File: src/rtl/mbox_pkg.sv
`timescale 1ns/1ps
package mbox_pkg;
    localparam int DATA_W         = 32;
    localparam int QUEUE_BIT      = 29;
    localparam int SLEEP_BIT      = 31;
    localparam int OFS_STAT       = 'h00;
    localparam int OFS_SET        = 'h04;
    localparam int OFS_CLR        = 'h08;
    localparam int OFS_QUEUE_BASE = 'h10;
    localparam int OFS_QUEUE_STEP = 'h10;
    localparam int OFS_CTL_BASE   = 'h40;
    localparam int OFS_CTL_STEP   = 'h04;
endpackage

File: src/rtl/mbox_decode.sv
`timescale 1ns/1ps
module mbox_decode
    import mbox_pkg::*;
#(
    parameter int ADDR_W    = 8,
    parameter int NUM_CORES = 2
) (
    input  logic                 valid,
    input  logic                 write,
    input  logic [ADDR_W-1:0]    addr,
    output logic                 rd_stat,
    output logic                 wr_set,
    output logic                 wr_clr,
    output logic [NUM_CORES-1:0] rd_queue,
    output logic [NUM_CORES-1:0] wr_queue,
    output logic [NUM_CORES-1:0] rd_ctl,
    output logic [NUM_CORES-1:0] wr_ctl
);
    logic rd_en;
    logic wr_en;

    assign rd_en = valid & ~write;
    assign wr_en = valid &  write;

    always_comb begin
        rd_stat = rd_en && (addr == ADDR_W'(OFS_STAT));
        wr_set  = wr_en && (addr == ADDR_W'(OFS_SET));
        wr_clr  = wr_en && (addr == ADDR_W'(OFS_CLR));
        for (int n = 0; n < NUM_CORES; n++) begin
            rd_queue[n] = rd_en && (addr == ADDR_W'(OFS_QUEUE_BASE + n * OFS_QUEUE_STEP));
            wr_queue[n] = wr_en && (addr == ADDR_W'(OFS_QUEUE_BASE + n * OFS_QUEUE_STEP));
            rd_ctl[n]   = rd_en && (addr == ADDR_W'(OFS_CTL_BASE + n * OFS_CTL_STEP));
            wr_ctl[n]   = wr_en && (addr == ADDR_W'(OFS_CTL_BASE + n * OFS_CTL_STEP));
        end
    end
endmodule

File: src/rtl/mbox_flags.sv
`timescale 1ns/1ps
module mbox_flags #(
    parameter int FLAG_W = 6
) (
    input  logic              clk,
    input  logic              rst_n,
    input  logic [FLAG_W-1:0] set_mask,
    input  logic [FLAG_W-1:0] clr_mask,
    output logic [FLAG_W-1:0] flags_q
);
    typedef struct packed {
        logic [FLAG_W-1:0] bits;
    } flag_state_t;

    flag_state_t st_d, st_q;

    always_comb begin
        st_d      = st_q;
        st_d.bits = (st_q.bits & ~clr_mask) | set_mask;
    end

    always_ff @(posedge clk) begin
        if (!rst_n) st_q <= '0;
        else        st_q <= st_d;
    end

    assign flags_q = st_q.bits;

    // a requested set always lands, even against a clear
    a_r3_set_wins: assert property (@(posedge clk) disable iff (!rst_n)
        (|set_mask) |=> ((flags_q & $past(set_mask)) == $past(set_mask)));

    // a clear without a competing set removes the bits
    a_r2_clear_takes: assert property (@(posedge clk) disable iff (!rst_n)
        (|(clr_mask & ~set_mask)) |=> ((flags_q & $past(clr_mask & ~set_mask)) == '0));

    // no write, no change
    a_r2_hold: assert property (@(posedge clk) disable iff (!rst_n)
        ((set_mask == '0) && (clr_mask == '0)) |=> $stable(flags_q));
endmodule

File: src/rtl/mbox_queue.sv
`timescale 1ns/1ps
module mbox_queue (
    input  logic clk,
    input  logic rst_n,
    input  logic post,
    input  logic take,
    output logic pending_q
);
    typedef struct packed {
        logic pending;
    } queue_state_t;

    queue_state_t st_d, st_q;

    always_comb begin
        st_d = st_q;
        if (post)      st_d.pending = 1'b1;
        else if (take) st_d.pending = 1'b0;
    end

    always_ff @(posedge clk) begin
        if (!rst_n) st_q <= '0;
        else        st_q <= st_d;
    end

    assign pending_q = st_q.pending;

    // owner read alone empties the queue
    a_r6_take_clears: assert property (@(posedge clk) disable iff (!rst_n)
        (take && !post) |=> !pending_q);

    // a post is never lost, even against a clearing read
    a_r7_post_wins: assert property (@(posedge clk) disable iff (!rst_n)
        post |=> pending_q);

    // untouched queue keeps its state
    a_r6_hold: assert property (@(posedge clk) disable iff (!rst_n)
        (!post && !take) |=> $stable(pending_q));
endmodule

File: src/rtl/mbox_ctl.sv
`timescale 1ns/1ps
module mbox_ctl (
    input  logic clk,
    input  logic rst_n,
    input  logic wr_any,
    input  logic wr_sleep,
    output logic sleep_q
);
    typedef struct packed {
        logic sleep;
    } ctl_state_t;

    ctl_state_t st_d, st_q;

    always_comb begin
        st_d = st_q;
        if (wr_any) st_d.sleep = wr_sleep;
    end

    always_ff @(posedge clk) begin
        if (!rst_n) st_q <= '0;
        else        st_q <= st_d;
    end

    assign sleep_q = st_q.sleep;

    // any write of zero releases the core
    a_r9_release_wins: assert property (@(posedge clk) disable iff (!rst_n)
        (wr_any && !wr_sleep) |=> !sleep_q);

    // a sleep request takes effect next cycle
    a_r8_sleep_sets: assert property (@(posedge clk) disable iff (!rst_n)
        (wr_any && wr_sleep) |=> sleep_q);

    // without a write the sleep bit holds
    a_r8_hold: assert property (@(posedge clk) disable iff (!rst_n)
        !wr_any |=> $stable(sleep_q));
endmodule

File: src/rtl/dual_core_mbox.sv
`timescale 1ns/1ps
module dual_core_mbox
    import mbox_pkg::*;
#(
    parameter int NUM_CORES = 2,
    parameter int ADDR_W    = 8
) (
    input  logic                          clk,
    input  logic                          rst_n,
    input  logic [NUM_CORES-1:0]          req_valid,
    input  logic [NUM_CORES-1:0]          req_write,
    input  logic [NUM_CORES*ADDR_W-1:0]   req_addr,
    input  logic [NUM_CORES*DATA_W-1:0]   req_wdata,
    output logic [NUM_CORES-1:0]          rsp_valid,
    output logic [NUM_CORES*DATA_W-1:0]   rsp_data,
    output logic [NUM_CORES-1:0]          core_sleep
);
    localparam int FLAG_W = 3 * NUM_CORES;

    typedef struct packed {
        logic [NUM_CORES-1:0]        valid;
        logic [NUM_CORES*DATA_W-1:0] data;
    } rsp_t;

    logic                 dec_rd_stat [NUM_CORES];
    logic                 dec_wr_set  [NUM_CORES];
    logic                 dec_wr_clr  [NUM_CORES];
    logic [NUM_CORES-1:0] dec_rd_q    [NUM_CORES];
    logic [NUM_CORES-1:0] dec_wr_q    [NUM_CORES];
    logic [NUM_CORES-1:0] dec_rd_c    [NUM_CORES];
    logic [NUM_CORES-1:0] dec_wr_c    [NUM_CORES];

    logic [FLAG_W-1:0]    set_mask, clr_mask, flags_q;
    logic [NUM_CORES-1:0] q_post, q_take, q_pending;
    logic [NUM_CORES-1:0] c_wr_any, c_wr_sleep, c_sleep;
    logic                 unused_wdata;
    logic                 unused_own_post;

    rsp_t rsp_d, rsp_q;

    for (genvar p = 0; p < NUM_CORES; p++) begin : g_port
        mbox_decode #(
            .ADDR_W    (ADDR_W),
            .NUM_CORES (NUM_CORES)
        ) u_dec (
            .valid    (req_valid[p]),
            .write    (req_write[p]),
            .addr     (req_addr[p*ADDR_W +: ADDR_W]),
            .rd_stat  (dec_rd_stat[p]),
            .wr_set   (dec_wr_set[p]),
            .wr_clr   (dec_wr_clr[p]),
            .rd_queue (dec_rd_q[p]),
            .wr_queue (dec_wr_q[p]),
            .rd_ctl   (dec_rd_c[p]),
            .wr_ctl   (dec_wr_c[p])
        );
    end

    // merge the per-port requests into one update per register
    always_comb begin
        set_mask        = '0;
        clr_mask        = '0;
        q_post          = '0;
        q_take          = '0;
        c_wr_any        = '0;
        c_wr_sleep      = '1;
        unused_own_post = 1'b0;
        for (int p = 0; p < NUM_CORES; p++) begin
            if (dec_wr_set[p]) set_mask = set_mask | req_wdata[p*DATA_W +: FLAG_W];
            if (dec_wr_clr[p]) clr_mask = clr_mask | req_wdata[p*DATA_W +: FLAG_W];
            for (int n = 0; n < NUM_CORES; n++) begin
                if (p != n) begin
                    if (dec_wr_q[p][n]) q_post[n] = 1'b1;
                end else begin
                    if (dec_rd_q[p][n]) q_take[n] = 1'b1;
                    unused_own_post = unused_own_post ^ dec_wr_q[p][n];
                end
                if (dec_wr_c[p][n]) begin
                    c_wr_any[n]   = 1'b1;
                    c_wr_sleep[n] = c_wr_sleep[n] & req_wdata[p*DATA_W + SLEEP_BIT];
                end
            end
        end
    end

    assign unused_wdata = ^req_wdata;

    mbox_flags #(
        .FLAG_W (FLAG_W)
    ) u_flags (
        .clk      (clk),
        .rst_n    (rst_n),
        .set_mask (set_mask),
        .clr_mask (clr_mask),
        .flags_q  (flags_q)
    );

    for (genvar n = 0; n < NUM_CORES; n++) begin : g_core
        mbox_queue u_queue (
            .clk       (clk),
            .rst_n     (rst_n),
            .post      (q_post[n]),
            .take      (q_take[n]),
            .pending_q (q_pending[n])
        );

        mbox_ctl u_ctl (
            .clk      (clk),
            .rst_n    (rst_n),
            .wr_any   (c_wr_any[n]),
            .wr_sleep (c_wr_sleep[n]),
            .sleep_q  (c_sleep[n])
        );
    end

    // read path: state before this cycle's writes, registered once
    always_comb begin
        rsp_d = rsp_q;
        for (int p = 0; p < NUM_CORES; p++) begin
            rsp_d.valid[p]                = req_valid[p] & ~req_write[p];
            rsp_d.data[p*DATA_W +: DATA_W] = '0;
            if (dec_rd_stat[p]) rsp_d.data[p*DATA_W +: FLAG_W] = flags_q;
            for (int n = 0; n < NUM_CORES; n++) begin
                if (dec_rd_q[p][n]) rsp_d.data[p*DATA_W + QUEUE_BIT] = q_pending[n];
                if (dec_rd_c[p][n]) rsp_d.data[p*DATA_W + SLEEP_BIT] = c_sleep[n];
            end
        end
    end

    always_ff @(posedge clk) begin
        if (!rst_n) rsp_q <= '0;
        else        rsp_q <= rsp_d;
    end

    assign rsp_valid  = rsp_q.valid;
    assign rsp_data   = rsp_q.data;
    assign core_sleep = c_sleep;

    for (genvar p = 0; p < NUM_CORES; p++) begin : g_chk
        // every read is answered in the next cycle
        a_r10_read_strobe: assert property (@(posedge clk) disable iff (!rst_n)
            (req_valid[p] && !req_write[p]) |=> rsp_valid[p]);

        // no strobe without a read
        a_r10_no_strobe: assert property (@(posedge clk) disable iff (!rst_n)
            !(req_valid[p] && !req_write[p]) |=> !rsp_valid[p]);
    end
endmodule

File: config.mk
export PLATFORM = sky130hd
export DESIGN_NAME = dual_core_mbox
export DESIGN_NICKNAME = d
export VERILOG_FILES = /design/src/rtl/mbox_pkg.sv /design/src/rtl/mbox_decode.sv /design/src/rtl/mbox_flags.sv /design/src/rtl/mbox_queue.sv /design/src/rtl/mbox_ctl.sv /design/src/rtl/dual_core_mbox.sv
export SDC_FILE = /design/constraint.sdc
export NUM_CORES = 1
export LEC_CHECK = 0
export BUFFER_PORTS_ARGS = -buffer_cell sky130_fd_sc_hd__buf_2
export CAP_MARGIN = 0
export CELL_PAD_IN_SITES_DETAIL_PLACEMENT = 0
export CELL_PAD_IN_SITES_GLOBAL_PLACEMENT = 1
export CORE_MARGIN = 5
export CORE_UTILIZATION = 24
export DETAILED_ROUTE_END_ITERATION = 6
export HOLD_SLACK_MARGIN = 0.08
export PLACE_DENSITY_LB_ADDON = 0.3
export RECOVER_POWER = 100
export SLEW_MARGIN = 20
export SYNTH_ARGS = -nofsm -noshare
export SYNTH_HDL_FRONTEND = slang
export SYNTH_SLANG_ARGS = --single-unit
File: constraint.sdc
create_clock -name clk -period 2.1 [get_ports clk]
set_input_delay 0.42 -clock clk [delete_from_list [all_inputs] [get_ports clk]]
set_output_delay 0.42 -clock clk [all_outputs]
set_load 0.01 [all_outputs]
-- After elaboration in Yosys (flattened, before gate mapping)
Cells that the tools add are included.
- register bits after elaboration: 76
- input port bits: 86
- output and inout port bits: 68
- logic and storage cells: 89
- equality and inequality tests: 12
- muxes and demuxes: 28
- bitwise operators: 13
- reductions and logical operators: 26
- operator list (kind ; count):
    == test 8 x 7 -> 1 bit, second input constant ; 4
    two-way mux 1 bit ; 24
    two-way mux 6 bit ; 4
    logical AND 1 bit ; 20
    OR 6 bit ; 3
    == test 8 x 3 -> 1 bit, second input constant ; 2
    == test 8 x 4 -> 1 bit, second input constant ; 2
    == test 8 x 5 -> 1 bit, second input constant ; 2
    == test 8 x 6 -> 1 bit, second input constant ; 2
    logical NOT 8 bit ; 2
    bitwise AND 1 bit ; 6
    bitwise AND 6 bit ; 1
    NOT 6 bit ; 1
    AND reduction 2 bit ; 2
    nonzero test 2 bit ; 2
    NOT 1 bit ; 2

-- Logic depth before layout (Yosys ltp)
- word-level depth: 8
- depth in mapped cells: 4
- gate-level depth less buffers: 4

-- By module
From an unflattened synthesis, not the netlist that was laid out.
- cell total of the unflattened synthesis: 186
- area total of the unflattened synthesis: 1809.2 µm²
- by module, submodules not included (module ; times used ; cells an instance ; area an instance (µm²) ; sequential area each (µm²)):
    dual_core_mbox ; 1 ; 114 ; 1038.5 ; 360.3
    mbox_decode ; 2 ; 21 ; 183.9 ; 0.0
    mbox_flags ; 1 ; 18 ; 247.7 ; 120.1
    mbox_queue ; 2 ; 3 ; 41.3 ; 20.0
    mbox_ctl ; 2 ; 3 ; 36.3 ; 20.0

-- Least setup slack after synthesis
OpenSTA, ideal clock, no wires.
- kind: in2reg
- start: input req_addr[9]
- end: register g_core[0].u_ctl.st_q
- setup time: 0.078 ns
- data arrival time: 1.704 ns
- data required time: 2.022 ns
- slack: 0.318 ns
- stages: 4
- buffers on the path: 0
- path through: or3_4 -> or4_4 -> o31a_1 -> nor3_1
- longest elaborated chain between the ends: 3
- elaborated cells between the ends (all ways): 4
- those cells by class: 1 x eq/ne; 2 x mux; 1 x reduce/logical
- ends and longest elaborated chain (what ; RTL line ; source):
    from (decl) ; dual_core_mbox.sv:12 ; input logic [NUM_CORES*ADDR_W-1:0] req_addr,
    == test 8 x 7 -> 1 bit (*) ; mbox_decode.sv:33 ; wr_ctl[n] = wr_en && (addr == ADDR_W'(OFS_CTL_BASE + n * OFS_CTL_STEP));
    logical AND 1 bit (*) ; mbox_decode.sv:33 ;
    two-way mux 1 bit ; dual_core_mbox.sv:78 ; if (dec_wr_c[p][n]) begin
    to (signal assigned) ; mbox_ctl.sv:22 ; else st_q <= st_d;
    to (decl) ; mbox_ctl.sv:13 ; ctl_state_t st_d, st_q;
Every way passes the cells marked *; elsewhere a longest branch is shown, timed or not.
A chain may end at the register's enable or synchronous reset.

-- Worst setup path in the final report
- start: input req_addr[9]
- end: register rsp_q, in the netlist rsp_data[34]
- longest elaborated chain between the ends: 3
- ends and longest elaborated chain (what ; RTL line ; source):
    logical NOT 8 bit ; mbox_decode.sv:26 ; rd_stat = rd_en && (addr == ADDR_W'(OFS_STAT));
    logical AND 1 bit ; mbox_decode.sv:26 ;
    AND reduction 2 bit (no source line) ; -- ;
    to (signal assigned) ; dual_core_mbox.sv:132 ; else rsp_q <= rsp_d;
    to (decl) ; dual_core_mbox.sv:39 ; rsp_t rsp_d, rsp_q;
Every way passes these cells.

==> results.py <==
metrics = {
    "run_status": {
        "outcome": "finished clean",
    },
    "setup_path": {
        "crit_buf_inv": 2,
        "max_stage_delay_ns": 0.45,
        "end_kind": "flip-flop",
        "arrival_ns": 2.02,
        "r2r_slack_ns": 1.20,
        "crit_chain": "buf_2 > or3_1 > nor4_4 > nor4b_1 > clkbuf_1 > and2_0",
        "slowest_stage": "or3_1",
        "critPathMaxFanout": 6,
        "cp-start-kind": "input pin",
        "r2r-end": "rsp_data[31]",
        "r2r-start": "g_core[0].u_ctl.sleep_q",
        "crit_type": "input pin to flip-flop",
        "crit_family": "simple AND/OR/NAND/NOR gates",
        "required_ns": 2.32,
        "r2r.worst_path.cells": 3,
    },
    "floorplanning": {
        "dieArea_mm2": 0.00865,
        "rows": 30,
        "die_w_um": 93.0,
        "core_area_mm2": 0.00676,
        "initial_utilization": 0.245,
        "io_pins": 154,
        "fp.dieH_um": 93.0,
    },
    "hold_path": {
        "hold_path.class": "input pin to flip-flop",
        "min_to": "g_core[0].u_ctl.sleep_q",
        "holdPathStages": 3,
        "min_from": "req_wdata[63]",
    },
    "yosys": {
        "ys_ff_latch": 28,
        "ys_warn_count": 0,
        "synthAdderAreaFrac": 0,
        "synth_edf_count": 0,
        "ys_top_cells_by_count": "buf_4, dfxtp_1, nor4_1, inv_1",
        "synth_top_cell_by_area": "dfxtp_1",
        "synth_area_leaders": "dfxtp_1, buf_4, nor4_1",
        "synth.mux.area_fraction": 0.0121,
        "synth-simple-area-share": 0.245,
        "netlist_instances": 178,
        "syn_area_mm2": 0.00165,
        "synth_area_per_cell_um2": 9.29,
        "ys_seq_area_frac": 0.339,
        "synth_top_area_share": 0.339,
        "yosysUniqueCellTypes": 40,
        "synth_top_family_by_area": "buffers and inverters",
        "async_reset_ff_frac": 0,
        "synth_most_common_cell": "buf_4",
        "synth_xor_area_frac": 0,
        "synth_compound_area_frac": 0.147,
        "ys.flop_type": "dfxtp_1",
    },
    "sta": {
        "worst_pin_slew_ns": 0.636,
        "setup_tns_ns": 0,
        "maxSlewViolCount": 0,
        "final.min_clock_period_ns": 1.80,
        "rsz0062_at_grt": "no",
        "setup_viol": 0,
        "skew_ns": 0.00148,
        "period_share": 0.858,
        "relSlewSlack": 0.576,
        "max_freq_ghz": 0.555,
        "hold_viol": 0,
    },
    "global_routing": {
        "grt_pass1_wl_um": 6410,
        "gr-total-overflow": 0,
        "grt_pass1_vias": 1334,
        "antenna_found_initial": 0,
        "gr-usage-all-layers": 0.0940,
        "grt_max_degree": 16,
    },
    "power": {
        "peakVddDrop_mv": 0.155,
        "cellPowerDensity_mw_per_mm2": 531,
        "total_power_mw": 1.00,
        "leakagePower_nw": 0.767,
    },
    "detailed_routing": {
        "wl_um": 4360,
        "drtIter0Drc": 61,
        "ant_nets": 0,
        "vias": 1377,
        "routedWlPerCell_um": 13.7,
        "drc": 0,
        "dr.pass1.iters": 4,
        "vias_per_cell": 4.32,
    },
    "clock_tree": {
        "cts_setup_buffers": 0,
        "cts_root_buf": "clkbuf_8",
        "cts_max_level": 1,
        "holdBufCountCts": 0,
        "postCtsResizedCells": 0,
        "worst_setup_hold_path_clk_slew_ns": 0.09,
        "clk_latency_ns": 0.27,
        "cts_buffers": 3,
        "clk_path_buf_depth": 2,
        "cts.sinks": 28,
        "tritoncts": "built",
    },
    "placed_design": {
        "placement.cell_area_mm2": 0.00188,
        "hpwl_um": 3500,
        "gp_congestion": 0.787,
        "io_buffer_count": 55,
    },
    "final_layout": {
        "fin_nets": 326,
        "drive_gt1_frac": 0.218,
        "fin_area_mm2": 0.00188,
        "diodes": 0,
        "area_delta_synth_final_pct": 13.9,
    },
    "flow_run": {
        "maxCapViolCount": 0,
    },
}
-- logic make-up after synthesis --
family,after synthesis
buffers and inverters,62
flip-flops,28
AO/OA/AOI/OAI,30
multiplexers,2
other,1
AND/OR/NAND/NOR,55
-- layer usage --
| metal | vias to the layer above | share of wire | GRT usage |
|---|---|---|---|
| met5 | - | 0 | 0 |
| met4 | 0 | 0.0087 | 0.0305 |
| met3 | 4 | 0.090 | 0.0233 |
| met2 | 72 | 0.44 | 0.151 |
| met1 | 627 | 0.46 | 0.124 |
| li1 | 674 | - | - |
-- state kept, by name, summed over array words and instances, names as in the netlist --
register and cells:
rsp_data 16, u_flags.flags_q 6, g_core.u_ctl.sleep_q 2, g_core.u_queue.pending_q 2, rsp_valid 2
-- placed cells by master (no fill, tap or decap), types with 2 or more instances in the layout --
cell	n
conb_1	48
nor4_1	10
o21a_1	3
mux2i_1	2
nor3_2	3
nand3_1	3
inv_1	9
nand3b_1	2
clkbuf_1	24
a21boi_0	6
nor3_1	3
and3_1	2
dfxtp_1	28
a221o_1	4
o31ai_1	2
nand2_1	5
a22o_1	2
or4b_2	3
nor2b_1	2
nor4b_1	4
a41oi_1	2
and3b_1	2
clkbuf_8	4
or4_1	3
o31a_1	2
buf_4	6
a221oi_1	2
buf_2	33
and2_1	5
a22oi_1	4
-- worst max-delay path by stage --
stage	from	depth (start not counted)	end	slack, ns
floorplan	req_addr[9]	4	g_core[0].u_ctl.sleep_q	0.32
global placement	req_addr[9]	5	g_core[1].u_ctl.sleep_q	0.12
detailed placement	req_addr[9]	5	g_core[1].u_ctl.sleep_q	0.14
CTS	req_addr[9]	5	g_core[1].u_ctl.sleep_q	0.43
global route	req_addr[9]	6	rsp_data[34]	0.18
finish	req_addr[9]	6	rsp_data[34]	0.30
-- worst register-to-register path, delay by kind of cell (launching register included) --
| kind | cells | cell delay, ns |
|---|---|---|
| muxes | 1 | 0.09 |
| and+or+nand+nor | 2 | 0.37 |
| DFF | 1 | 0.39 |
-- layout make-up --
type,count,area (um^2)
Clock buffer,4,55.1
Fill cell,766,4870
Inverter,9,33.8
Multi-Input combinational cell,135,833
Sequential cell,28,561
Tap cell,80,100
Timing Repair Buffer,63,300
-- power by group --
part	switching (mW)	internal [mW]	total, mW
registers	0.000655	0.532	0.533
logic	0.0953	0.0408	0.136
clock network	0.163	0.168	0.331
-- stage by stage --
step | utilization | std cells | hold slack (ns) | worst slack (ns)
global placement | 0.278 | 315 | 0.437 | 0.121
global route | 0.279 | 319 | 0.454 | 0.180
floorplan | - | 225 | 0.430 | 0.318
CTS | 0.286 | 319 | 0.432 | 0.430
detailed placement | 0.278 | 315 | 0.438 | 0.139
finish | 0.279 | 319 | 0.439 | 0.298
Power figures use the tool's default switching activity.
